### src/rtl/clk_stop_pkg.sv
package clk_stop_pkg;
  // Stop-register bit positions that drive outputs
  localparam int INTC_BIT = 0;
  localparam int TMR_BIT  = 1;

  // Decoded access strobes from control to datapath
  typedef struct packed {
    logic setStb;
    logic clrStb;
    logic rdStop;
    logic rdClr;
  } busStb_t;
endpackage

### src/rtl/clk_stop_ctrl.sv
module clk_stop_ctrl
  import clk_stop_pkg::*;
#(
  parameter int ADDR_W   = 4,
  parameter int STOP_OFS = 0,
  parameter int CLR_OFS  = 1
) (
  input  logic [ADDR_W-1:0] addr,
  input  logic              wrEn,
  input  logic              rdEn,
  output busStb_t           stb
);
  localparam logic [ADDR_W-1:0] STOP_A = ADDR_W'(STOP_OFS);
  localparam logic [ADDR_W-1:0] CLR_A  = ADDR_W'(CLR_OFS);

  logic hitStop;
  logic hitClr;

  always_comb begin
    hitStop    = (addr == STOP_A);
    hitClr     = (addr == CLR_A);
    stb.setStb = wrEn & hitStop;
    stb.clrStb = wrEn & hitClr;
    stb.rdStop = rdEn & hitStop;
    stb.rdClr  = rdEn & hitClr;
  end
endmodule

### src/rtl/clk_stop_dp.sv
module clk_stop_dp
  import clk_stop_pkg::*;
#(
  parameter int DATA_W = 32,
  parameter int IRQ_W  = 3
) (
  input  logic              clk,
  input  logic              rstN,
  input  busStb_t           stb,
  input  logic [DATA_W-1:0] wrData,
  input  logic [IRQ_W-1:0]  irqReqIn,
  output logic [DATA_W-1:0] rdData,
  output logic              tmrClkEn,
  output logic              intcClkEn,
  output logic              irqDetEn,
  output logic [IRQ_W-1:0]  irqReqOut
);
  logic [DATA_W-1:0] stopReg;
  logic [DATA_W-1:0] stopNext;
  logic              detEnQ;

  // Per-bit set/clear cell; clear wins over set
  for (genvar i = 0; i < DATA_W; i++) begin : gBit
    always_comb begin
      if (stb.clrStb && wrData[i])      stopNext[i] = 1'b0;
      else if (stb.setStb && wrData[i]) stopNext[i] = 1'b1;
      else                              stopNext[i] = stopReg[i];
    end
  end

  always_ff @(posedge clk or negedge rstN) begin
    if (!rstN) stopReg <= '0;
    else       stopReg <= stopNext;
  end

  always_ff @(posedge clk or negedge rstN) begin
    if (!rstN)           rdData <= '0;
    else if (stb.rdStop) rdData <= stopReg;
    else                 rdData <= '0;
  end

  // Registered detection mask
  always_ff @(posedge clk or negedge rstN) begin
    if (!rstN) detEnQ <= 1'b1;
    else       detEnQ <= ~stopReg[INTC_BIT];
  end

  always_comb begin
    tmrClkEn  = ~stopReg[TMR_BIT];
    intcClkEn = ~stopReg[INTC_BIT];
    irqDetEn  = detEnQ;
    irqReqOut = irqReqIn & {IRQ_W{detEnQ}};
  end

  AST_SET_BITS: assert property (@(posedge clk) disable iff (!rstN)
    (stb.setStb && !stb.clrStb) |=> ((stopReg & $past(wrData)) == $past(wrData)));
  AST_CLR_BITS: assert property (@(posedge clk) disable iff (!rstN)
    stb.clrStb |=> ((stopReg & $past(wrData)) == '0));
  AST_IDLE_HOLD: assert property (@(posedge clk) disable iff (!rstN)
    (!stb.setStb && !stb.clrStb) |=> $stable(stopReg));
  AST_CLR_READS_ZERO: assert property (@(posedge clk) disable iff (!rstN)
    stb.rdClr |=> (rdData == '0));
  AST_MASK_LAG: assert property (@(posedge clk) disable iff (!rstN)
    $past(stopReg[INTC_BIT]) |-> (irqReqOut == '0));
  AST_IDLE_READ: assert property (@(posedge clk) disable iff (!rstN)
    !(stb.rdStop || stb.rdClr) |=> (rdData == '0));
endmodule

### src/rtl/clk_stop_top.sv
module clk_stop_top
  import clk_stop_pkg::*;
#(
  parameter int ADDR_W   = 4,
  parameter int DATA_W   = 32,
  parameter int IRQ_W    = 3,
  parameter int STOP_OFS = 0,
  parameter int CLR_OFS  = 1
) (
  input  logic              clk,
  input  logic              rstN,
  input  logic [ADDR_W-1:0] addr,
  input  logic              wrEn,
  input  logic [DATA_W-1:0] wrData,
  input  logic              rdEn,
  output logic [DATA_W-1:0] rdData,
  input  logic [IRQ_W-1:0]  irqReqIn,
  output logic              tmrClkEn,
  output logic              intcClkEn,
  output logic              irqDetEn,
  output logic [IRQ_W-1:0]  irqReqOut
);
  busStb_t stb;

  clk_stop_ctrl #(
    .ADDR_W(ADDR_W), .STOP_OFS(STOP_OFS), .CLR_OFS(CLR_OFS)
  ) uCtrl (
    .addr(addr), .wrEn(wrEn), .rdEn(rdEn), .stb(stb)
  );

  clk_stop_dp #(
    .DATA_W(DATA_W), .IRQ_W(IRQ_W)
  ) uDp (
    .clk(clk), .rstN(rstN), .stb(stb), .wrData(wrData),
    .irqReqIn(irqReqIn), .rdData(rdData), .tmrClkEn(tmrClkEn),
    .intcClkEn(intcClkEn), .irqDetEn(irqDetEn), .irqReqOut(irqReqOut)
  );

  AST_NO_SET_AND_CLR: assert property (@(posedge clk) disable iff (!rstN)
    !(stb.setStb && stb.clrStb));
endmodule

### config.mk
export PLATFORM = sky130hd
export DESIGN_NAME = clk_stop_top
export DESIGN_NICKNAME = d
export VERILOG_FILES = /design/src/rtl/clk_stop_pkg.sv /design/src/rtl/clk_stop_ctrl.sv /design/src/rtl/clk_stop_dp.sv /design/src/rtl/clk_stop_top.sv
export SDC_FILE = /design/constraint.sdc
export NUM_CORES = 1
export LEC_CHECK = 0
export ABC_CLOCK_PERIOD_IN_PS = 800
export BUFFER_PORTS_ARGS = -buffer_cell sky130_fd_sc_hd__buf_2
export CAP_MARGIN = 10
export CORE_ASPECT_RATIO = 1.25
export CORE_MARGIN = 5
export CORE_UTILIZATION = 44
export DETAILED_ROUTE_END_ITERATION = 10
export HOLD_SLACK_MARGIN = 0.15
export PLACE_DENSITY = 0.72
export REMOVE_ABC_BUFFERS = 1
export SYNTH_ARGS = -nofsm -noshare
export SYNTH_HDL_FRONTEND = slang
export SYNTH_SLANG_ARGS = --single-unit
### constraint.sdc
create_clock -name clk -period 0.8 [get_ports clk]
set_input_delay 0.08 -clock clk [delete_from_list [all_inputs] [get_ports clk]]
set_output_delay 0.08 -clock clk [all_outputs]
set_load 0.05 [all_outputs]
==> out/metrics.cfg, run 1 <==
[status]
status=complete, but fails checks
violations=setup timing

[layout]
fillers=300
stdcell_area_mm2=0.00400
syn2layout_area_growth_pct=72.2
final_cells=380
ff_latch_area_mm2=0.00163
multi_input_area_um2=774
drive_above_1_share_pct=47.0
fin_nets=355

[sta]
fin_ws_ns=-0.443
fin_crit_sh_pct=155
rsz0062_at_grt=yes
slew_headroom_pct=68.5
worst_pin_slew_ns=0.472
fin_crit_ns=1.24
setup_violations=40
slew_viol_final=0
finClkSkew_ns=0.00537
whs_ns=0.148
finalHoldViolations=0
fmax_mhz=804

[logic_synthesis]
synthAdderAreaFrac_pct=0
yosysSeqAreaShare_pct=70.1
netlist_area_mm2=0.00232
synth-main-ff-cell=dfrtp_1
synth_top_family_by_area=compound AO/OA/AOI/OAI gates
synth.most_common_cell=dfrtp_1
ys_top_cells_by_count=dfrtp_1 (64), and3_1 (32), a21oi_1 (31), a31oi_1 (31), clkbuf_1 (13)
synthSimpleGateAreaFrac_pct=11.2
ys_types=13
postSynthAreaPerCell_um2=12.5
yosys.area.top_type_share_pct=69.0
synth_edf_count=0
yosys-top-cells-area=dfrtp_1 (69%), and3_1 (8.6%), a31oi_1 (8.4%)
synth.area.mux_share_pct=0.431
synth-compound-area-share_pct=15.0
synth_warnings=0
yosysTopAreaCell=dfrtp_1
ys_ff_latch=65
synthXorXnorAreaFrac_pct=0
synthArstFlopShare_pct=100
syn_inst=185

[power_and_ir_drop]
p_leak_nw=1.97
p_int_w=0.00585
p_seq_share_pct=48.9
p_comb_share_pct=21.0
sw_frac_of_total_pct=28.8
ir_worst_vdd_mv=1.61
switching_power_w=0.00237
power.share.clock_pct=30.1
power-per-cell-area_mw_per_mm2=2060

[run]
maxCapViolations=0

[worst_setup_path]
worstPathMaxFanout=4
cp-end-kind=output pin
criticalPathCategory=flip-flop to output pin
cp_top_family=flip-flops
worstRegToRegCells=3
cpMaxStageDelayCell=dfstp_2
critPathBufInv=1
cp_data_arrival_time_ns=1.16
worstPathRequired_ns=0.72
crit_chain=and2_4 > buf_8
critical_path.max_stage_delay_ns=0.55
startpoint_type=flip-flop
worstSetupPathDepth=2

[placed_design]
port_buffers=80
place_inst=322
gp_congestion=0.741
place_area_mm2=0.00290
place_ws_ns=-0.408
dpl.hpwl_um=3410

[die]
start_util_pct=45.4
die_w_um=75.0
coreArea_mm2=0.00512
die-area_mm2=0.00684
io_pins=81
die_h_um=91.2
rows=29

[min_path]
hold_path.class=input port to asynchronous set/reset pin

[clock_network]
numCtsBuffers=9
htreeDepth=3
cts-root-buf=clkbuf_8
cts_tree=built
cts_sinks=65
clockBufferDepth=2
cts.clk_slew.worst_paths_ns=0.07
worstSkewPairLatency_ns=0.34

[routing]
drcViolationCount=0
drtIter0Drc=131
ant_nets=0
dr.pass1.iters=4
wl_per_cell_um=17.9
wl_um=6790
viasPerCell=5.34
via_count=2029

[grt]
grt_max_degree=33
overflow=0
antenna_found_initial=0
grt_pass1_vias=2000
grt_pass1_wl_um=9660
grtUsageTotal_pct=19.1

-- area by class of cell --
type	count	area share [%]
diodes	1	0.0626
clock buffers	13	3.98
clock inverters	3	0.376
inverters	3	0.282
multi-input cells	101	19.4
flip-flops and latches	65	40.7
well taps	62	1.94
repair buffers	132	33.2
-- routing by layer --
layer  wire (um)  track usage, %  up-vias
li1            -               -      937
met1        2520            23.5      987
met2        3610            29.8       84
met3         400            4.09       21
met4         256            12.2        0
met5           0               0        -
-- power groups by stage --
stage / registers [W] / clock network, W / logic, W
after floorplan: 0.00406 / 0 / 0.000590
after global placement: 0.00396 / 0 / 0.00115
after detailed placement: 0.00398 / 0 / 0.00120
after CTS: 0.00393 / 0.00251 / 0.00155
after global routing: 0.00406 / 0.00266 / 0.00186
final: 0.00402 / 0.00247 / 0.00173
-- layout by cell type, fill, tap and decap left out, drive strengths merged --
| cell | count |
|---|---|
| buf | 95 |
| dfrtp | 64 |
| dlygate4sd3 | 33 |
| and3 | 32 |
| a31oi | 31 |
| a21oi | 31 |
| clkbuf | 17 |
| and2 | 3 |
| clkinv | 3 |
| inv | 3 |
| diode | 1 |
| nor4 | 1 |
| nor4b | 1 |
| nand2 | 1 |
| mux2i | 1 |
| dfstp | 1 |
-- logic make-up (layout without fill, tap and decap cells) --
| kind of cell | Yosys count | count (layout) |
|---|---|---|
| multiplexers | 1 | 1 |
| AO/OA/AOI/OAI | 62 | 62 |
| AND/OR/NAND/NOR | 38 | 38 |
| flip-flops | 65 | 65 |
| other | 0 | 1 |
| buffers and inverters | 19 | 151 |
-- final timing paths --
| check | from | to | slack [ns] |
|---|---|---|---|
| hold reg to reg | uDp.stopReg[0] | uDp.irqDetEn | 0.44 |
| hold / removal | rstN | uDp.stopReg[16] | 0.15 |
| setup / recovery | uDp.irqDetEn | irqReqOut[1] | -0.44 |
| min in group clk | rdEn | uDp.rdData[29] | 0.25 |
| setup reg to reg | uDp.stopReg[1] | uDp.stopReg[1] | -0.03 |
| max in group asynchronous | rstN | uDp.irqDetEn | 0.21 |
-- through the flow --
stage               total power, W  utilization (%)  setup TNS (ns)
floorplan                  0.00465                -          -61.56
global placement           0.00511             56.7          -17.63
detailed placement         0.00517             56.7          -19.69
CTS                        0.00800             73.1           -7.55
global route               0.00858             78.1           -8.78
finish                     0.00822             78.1           -7.02
-- repair_timing --
| item | 4_1_cts | 5_1_grt |
|---|---|---|
| endpoints found under the setup margin | 53 | 65 |
| pin swaps | 2 | 23 |
| gates resized for setup | 91 | 39 |
| gates cloned | 1 | 4 |
| hold buffers | 33 | 0 |
| hold endpoints to repair | 97 | 0 |
| buffers inserted | 3 | 1 |
-- flip-flops by register name, summed over array words and instances (netlist names) --
register,cells
uDp.irqDetEn,1
uDp.rdData,32
uDp.stopReg,32
(Power assumes the default switching activity.)
==> inputs of run 2 (changes only) <==
- REMOVE_ABC_BUFFERS: 1 -> default
- SYNTH_HIERARCHICAL: default -> 1
==> run 2 against run 1 <==
The flow still finishes with violations (setup timing); critical path depth did not move; wire length rose by 17%; via count rose by 2.1%; critical path type unchanged; critical endpoint unchanged.
==> out/metrics.cfg, run 2 <==
[status]
status=complete, but fails checks
violations=setup timing

[sta]
fmax_mhz=783  ; -2.7%
rsz0062_at_grt=yes
setup_violations=102  ; +160%
worst_pin_slew_ns=0.260  ; -0.212 ns
finalHoldViolations=0  ; unchanged
slew_headroom_pct=82.7  ; +14 points
fin_crit_ns=1.28  ; +0.0340 ns
fin_ws_ns=-0.478  ; -0.0340 ns
fin_crit_sh_pct=160  ; +4.3 points
finClkSkew_ns=0.00819  ; +0.00282 ns
finalSetupTns_ns=-21.56  ; -14.54 ns
slew_viol_final=0  ; unchanged
whs_ns=0.257  ; +0.109 ns

[clock_network]
cts_tree=built
htreeDepth=3  ; unchanged
cts-root-buf=clkbuf_8
numCtsBuffers=9  ; unchanged
cts_sinks=65  ; unchanged
clockBufferDepth=2  ; unchanged
cts.clk_slew.worst_paths_ns=0.07  ; about the same
worstSkewPairLatency_ns=0.34  ; about the same

[placed_design]
gp_congestion=0.706  ; -4.7%
dpl.hpwl_um=3300  ; -3.3%
port_buffers=80  ; unchanged

[logic_synthesis]
syn_inst=181  ; -2.2%
netlist_area_mm2=0.00228  ; -1.9%
postSynthAreaPerCell_um2=12.6  ; +0.23%
synth_warnings=6  ; +6
syn_nets=224

[routing]
drtIter0Drc=58  ; -56%
viasPerCell=5.30  ; -0.75%
wl_per_cell_um=20.3  ; +14%
drcViolationCount=0  ; unchanged
via_count=2072  ; +2.1%
dr.pass1.iters=4  ; unchanged
ant_nets=0  ; unchanged
wl_um=7950  ; +17%

[run]
maxCapViolations=0  ; unchanged

[worst_setup_path]
cp-end-kind=output pin
cp_data_arrival_time_ns=1.20  ; +0.04 ns
criticalPathCategory=flip-flop to output pin
startpoint_type=flip-flop
worstPathMaxFanout=4  ; unchanged
worstPathRequired_ns=0.72  ; about the same

[grt]
overflow=0  ; unchanged
grt_max_degree=49  ; +48%
grt_pass1_vias=2284  ; +14%
grt_pass1_wl_um=11800  ; +22%
grtUsageTotal_pct=24.0  ; +4.9 points
antenna_found_initial=0  ; unchanged

[layout]
diodes=0  ; -1
final_common_cell=dfrtp_1
syn2layout_area_growth_pct=92.7
final_cell_mix=dfrtp_1 (64), buf_6 (46), buf_2 (41)
fin_nets=367  ; +3.4%
drive_above_1_share_pct=64.1  ; +17 points

[power_and_ir_drop]
ir_worst_vdd_mv=1.35  ; -16%
p_leak_nw=2.02  ; +2.5%
power-per-cell-area_mw_per_mm2=2050  ; -0.31%

[die]
io_pins=81  ; unchanged
start_util_pct=45.1  ; -0.24 points
die_w_um=74.3  ; -0.85%
die-area_mm2=0.00672  ; -1.7%
die_h_um=90.4  ; -0.87%
rows=29  ; unchanged
coreArea_mm2=0.00504  ; -1.4%

[min_path]
hold_path.class=input port to flip-flop

## run 2: layout make-up
| type | instances | area, um2 |
|---|---|---|
| clock inverters | 2 | 35.0 |
| multi-input cells | 105 | 1060 |
| repair buffers | 141 | 1400 |
| flip-flops and latches | 65 | 1630 |
| fillers | 217 | 658 |
| clock buffers | 14 | 173 |
| inverters | 2 | 11.3 |
| well taps | 62 | 77.6 |
## run 2: critical path: stages, from the launching register on
cell and delay [ns]:
dfstp_2 0.57, and2_4 0.16, buf_8 0.14
## run 2: path summary, 6_finish.rpt
path                                  from        endpoint  slack, ns  depth (start not counted)
min in group asynchronous             rstN  uDp/stopReg[5]       0.30                          3
min                                addr[1]  uDp/rdData[19]       0.26                          4
max reg2reg                 uDp/stopReg[1]  uDp/stopReg[1]      -0.13                          4
max                           uDp/irqDetEn    irqReqOut[1]      -0.48                          2
min reg2reg                uDp/stopReg[20]  uDp/rdData[20]       0.53                          1
max in group asynchronous             rstN    uDp/irqDetEn       0.23                          3
## run 2: routing by layer
metal  GRT usage (%)  wire (um)
met5               0          0
met2            41.6       4460
met1            26.8       2800
met4            10.2        245
met3            6.46        447
## run 2: per-stage QoR
stage / utilization [%] / cells / cell area, um2 / total power, W / setup WS (ns)
6_report: 87.0 / 391 / 4390 / 0.00899 / -0.478
3_3_place_gp: 57.6 / 322 / 2900 / 0.00504 / -0.476
2_1_floorplan: - / 181 / 2370 / 0.00468 / -0.318
5_1_grt: 87.0 / 391 / 4390 / 0.00934 / -0.508
3_5_place_dp: 57.6 / 322 / 2900 / 0.00511 / -0.515
4_1_cts: 82.5 / 393 / 4160 / 0.00847 / -0.462
## run 2: timing repair
action | CTS | global route
pin swaps | 2 | 6
hold buffers | 33 | 0
resized for setup | 131 | 72
endpoints found under the hold margin | 97 | 0
endpoints found under the setup margin | 102 | 102
cloned | 7 | 1
setup buffers | 15 | 5
## run 2: power breakdown
part | switching, W | internal [W]
clock network | 0.00118 | 0.00169
logic | 0.000984 | 0.000982
registers | 0.000442 | 0.00371
==> inputs of run 3 (changes only) <==
- CORE_ASPECT_RATIO: 1.25 -> 0.9
- CTS_CLUSTER_SIZE: default -> 20
==> run 3 against run 2 <==
The run still ends with setup timing left; largest cell class unchanged; largest power group unchanged; first-iteration DRC count increased by 36%; maximum frequency increased by 3.0%; register-to-register slack improved by 0.12 ns; wire length shrank 18%; sequential cell count unchanged; clock power down 15%.
==> out/metrics.cfg, run 3 (same netlist as run 2, synthesis figures left out) <==
[grt]
grtUsageTotal_pct=19.6  ; -4.4 points
grt_pass1_vias=1992  ; -13%
antenna_found_initial=0  ; unchanged
overflow=0  ; unchanged
grt_pass1_wl_um=9870  ; -16%
grt_max_degree=48  ; -2.0%

[sta]
finalHoldViolations=0  ; unchanged
setup_violations=103  ; +0.98%
fmax_mhz=806  ; +3.0%
fin_crit_sh_pct=155  ; -4.6 points
fin_ws_ns=-0.441  ; +0.0367 ns
slew_headroom_pct=83.6  ; +0.98 points
rsz0062_at_grt=yes
fin_crit_ns=1.24  ; -0.0367 ns
finClkSkew_ns=0.00433  ; -0.00385 ns
slew_viol_final=0  ; unchanged
worst_pin_slew_ns=0.245  ; -0.0155 ns
whs_ns=0.264  ; +0.00710 ns

[clock_network]
cts.clk_slew.worst_paths_ns=0.07  ; about the same
cts_tree=built
worstSkewPairLatency_ns=0.33  ; about the same
htreeDepth=3  ; unchanged
cts_sinks=65  ; unchanged
cts-root-buf=clkbuf_8
numCtsBuffers=9  ; unchanged
clockBufferDepth=2  ; unchanged

[status]
status=complete, but fails checks
violations=setup timing

[placed_design]
place_inst=324  ; +0.62%
place_ws_ns=-0.542  ; -0.0268 ns
gp_congestion=0.708  ; +0.31%
dpl.hpwl_um=3220  ; -2.5%
port_buffers=80  ; unchanged
place_area_mm2=0.00288  ; -0.78%

[worst_setup_path]
worstPathRequired_ns=0.72  ; about the same
startpoint_type=flip-flop
cp_data_arrival_time_ns=1.16  ; -0.04 ns
cp-end-kind=output pin
criticalPathCategory=flip-flop to output pin
worstPathMaxFanout=4  ; unchanged

[die]
rows=24  ; -17%
start_util_pct=46.2  ; +1.1 points
coreArea_mm2=0.00492  ; -2.4%
die_w_um=85.8  ; +15%
io_pins=81  ; unchanged
die_h_um=78.2  ; -13%
die-area_mm2=0.00671  ; -0.10%

[layout]
fin_nets=363  ; -1.1%
fillers=275  ; +27%
syn2layout_area_growth_pct=77.9
stdcell_area_mm2=0.00405  ; -7.7%
final_cell_mix=dfrtp_1 (64), buf_6 (45), buf_2 (40)
final_cells=390  ; -0.26%
drive_above_1_share_pct=55.4  ; -8.7 points
diodes=0  ; unchanged
final_common_cell=dfrtp_1

[power_and_ir_drop]
p_leak_nw=1.92  ; -4.7%
ir_worst_vdd_mv=1.27  ; -5.8%
power-per-cell-area_mw_per_mm2=2020  ; -1.4%
power.total_w=0.00819  ; -8.9%

[routing]
drcViolationCount=0  ; unchanged
wl_per_cell_um=16.7  ; -18%
drtIter0Drc=79  ; +36%
ant_nets=0  ; unchanged
via_count=1889  ; -8.8%
dr.pass1.iters=4  ; unchanged
viasPerCell=4.84  ; -8.6%
wl_um=6520  ; -18%

[run]
maxCapViolations=0  ; unchanged

[min_path]
hold_path.class=input port to flip-flop

run 3: repair_timing:
action                                 in CTS  in global routing
gates resized for setup                   114                 38
hold buffers                               33                  0
setup buffers                              10                  2
setup endpoints to repair                  89                102
gates cloned                                7                  0
pin swaps                                   1                  4
endpoints found under the hold margin      97                  0
run 3: critical path, cell delays in order, from the launching register on:
cell	delay, ns
dfstp_2	0.55
and2_4	0.15
buf_8	0.14
run 3: cell type report:
cell class | instances | area, um2 | share of cell area (%)
clock buffer | 13 | 159 | 3.92
clock inverter | 3 | 15.0 | 0.371
inverter | 2 | 11.3 | 0.278
multi-input combinational | 105 | 842 | 20.8
sequential | 65 | 1630 | 40.2
tap | 65 | 81.3 | 2.01
timing repair buffer | 137 | 1310 | 32.4
run 3: path summary, 6_finish.rpt:
kind	start	endpoint	slack, ns	cells past startpoint
worst max-delay path	uDp/irqDetEn	irqReqOut[2]	-0.44	2
worst min-delay path	addr[1]	uDp/rdData[11]	0.26	4
worst max register to register	uDp/stopReg[1]	uDp/stopReg[1]	-0.01	3
worst min register to register	uDp/stopReg[16]	uDp/rdData[16]	0.50	1
max in group asynchronous	rstN	uDp/irqDetEn	0.27	3
min in group asynchronous	rstN	uDp/rdData[7]	0.28	3
run 3: through the flow:
step | utilization (%) | TNS [ns]
detailed placement | 58.5 | -27.42
floorplan | - | -16.07
CTS | 79.7 | -13.06
global route | 82.2 | -21.51
finish | 82.2 | -17.58
global placement | 58.5 | -25.54
run 3: power by group:
part           internal (W)  switching [W]
logic              0.000856       0.000865
registers           0.00371       0.000315
clock network       0.00128        0.00116
total               0.00585        0.00234
run 3: per-layer routing:
layer  up-vias  part of all wire [%]  global-route usage [%]
li1        891                     -                       -
met5         -                     0                       0
met1       926                    37                    21.1
met2        58                    56                    35.6
met3        14                   5.0                    5.45
met4         0                   2.3                    8.86
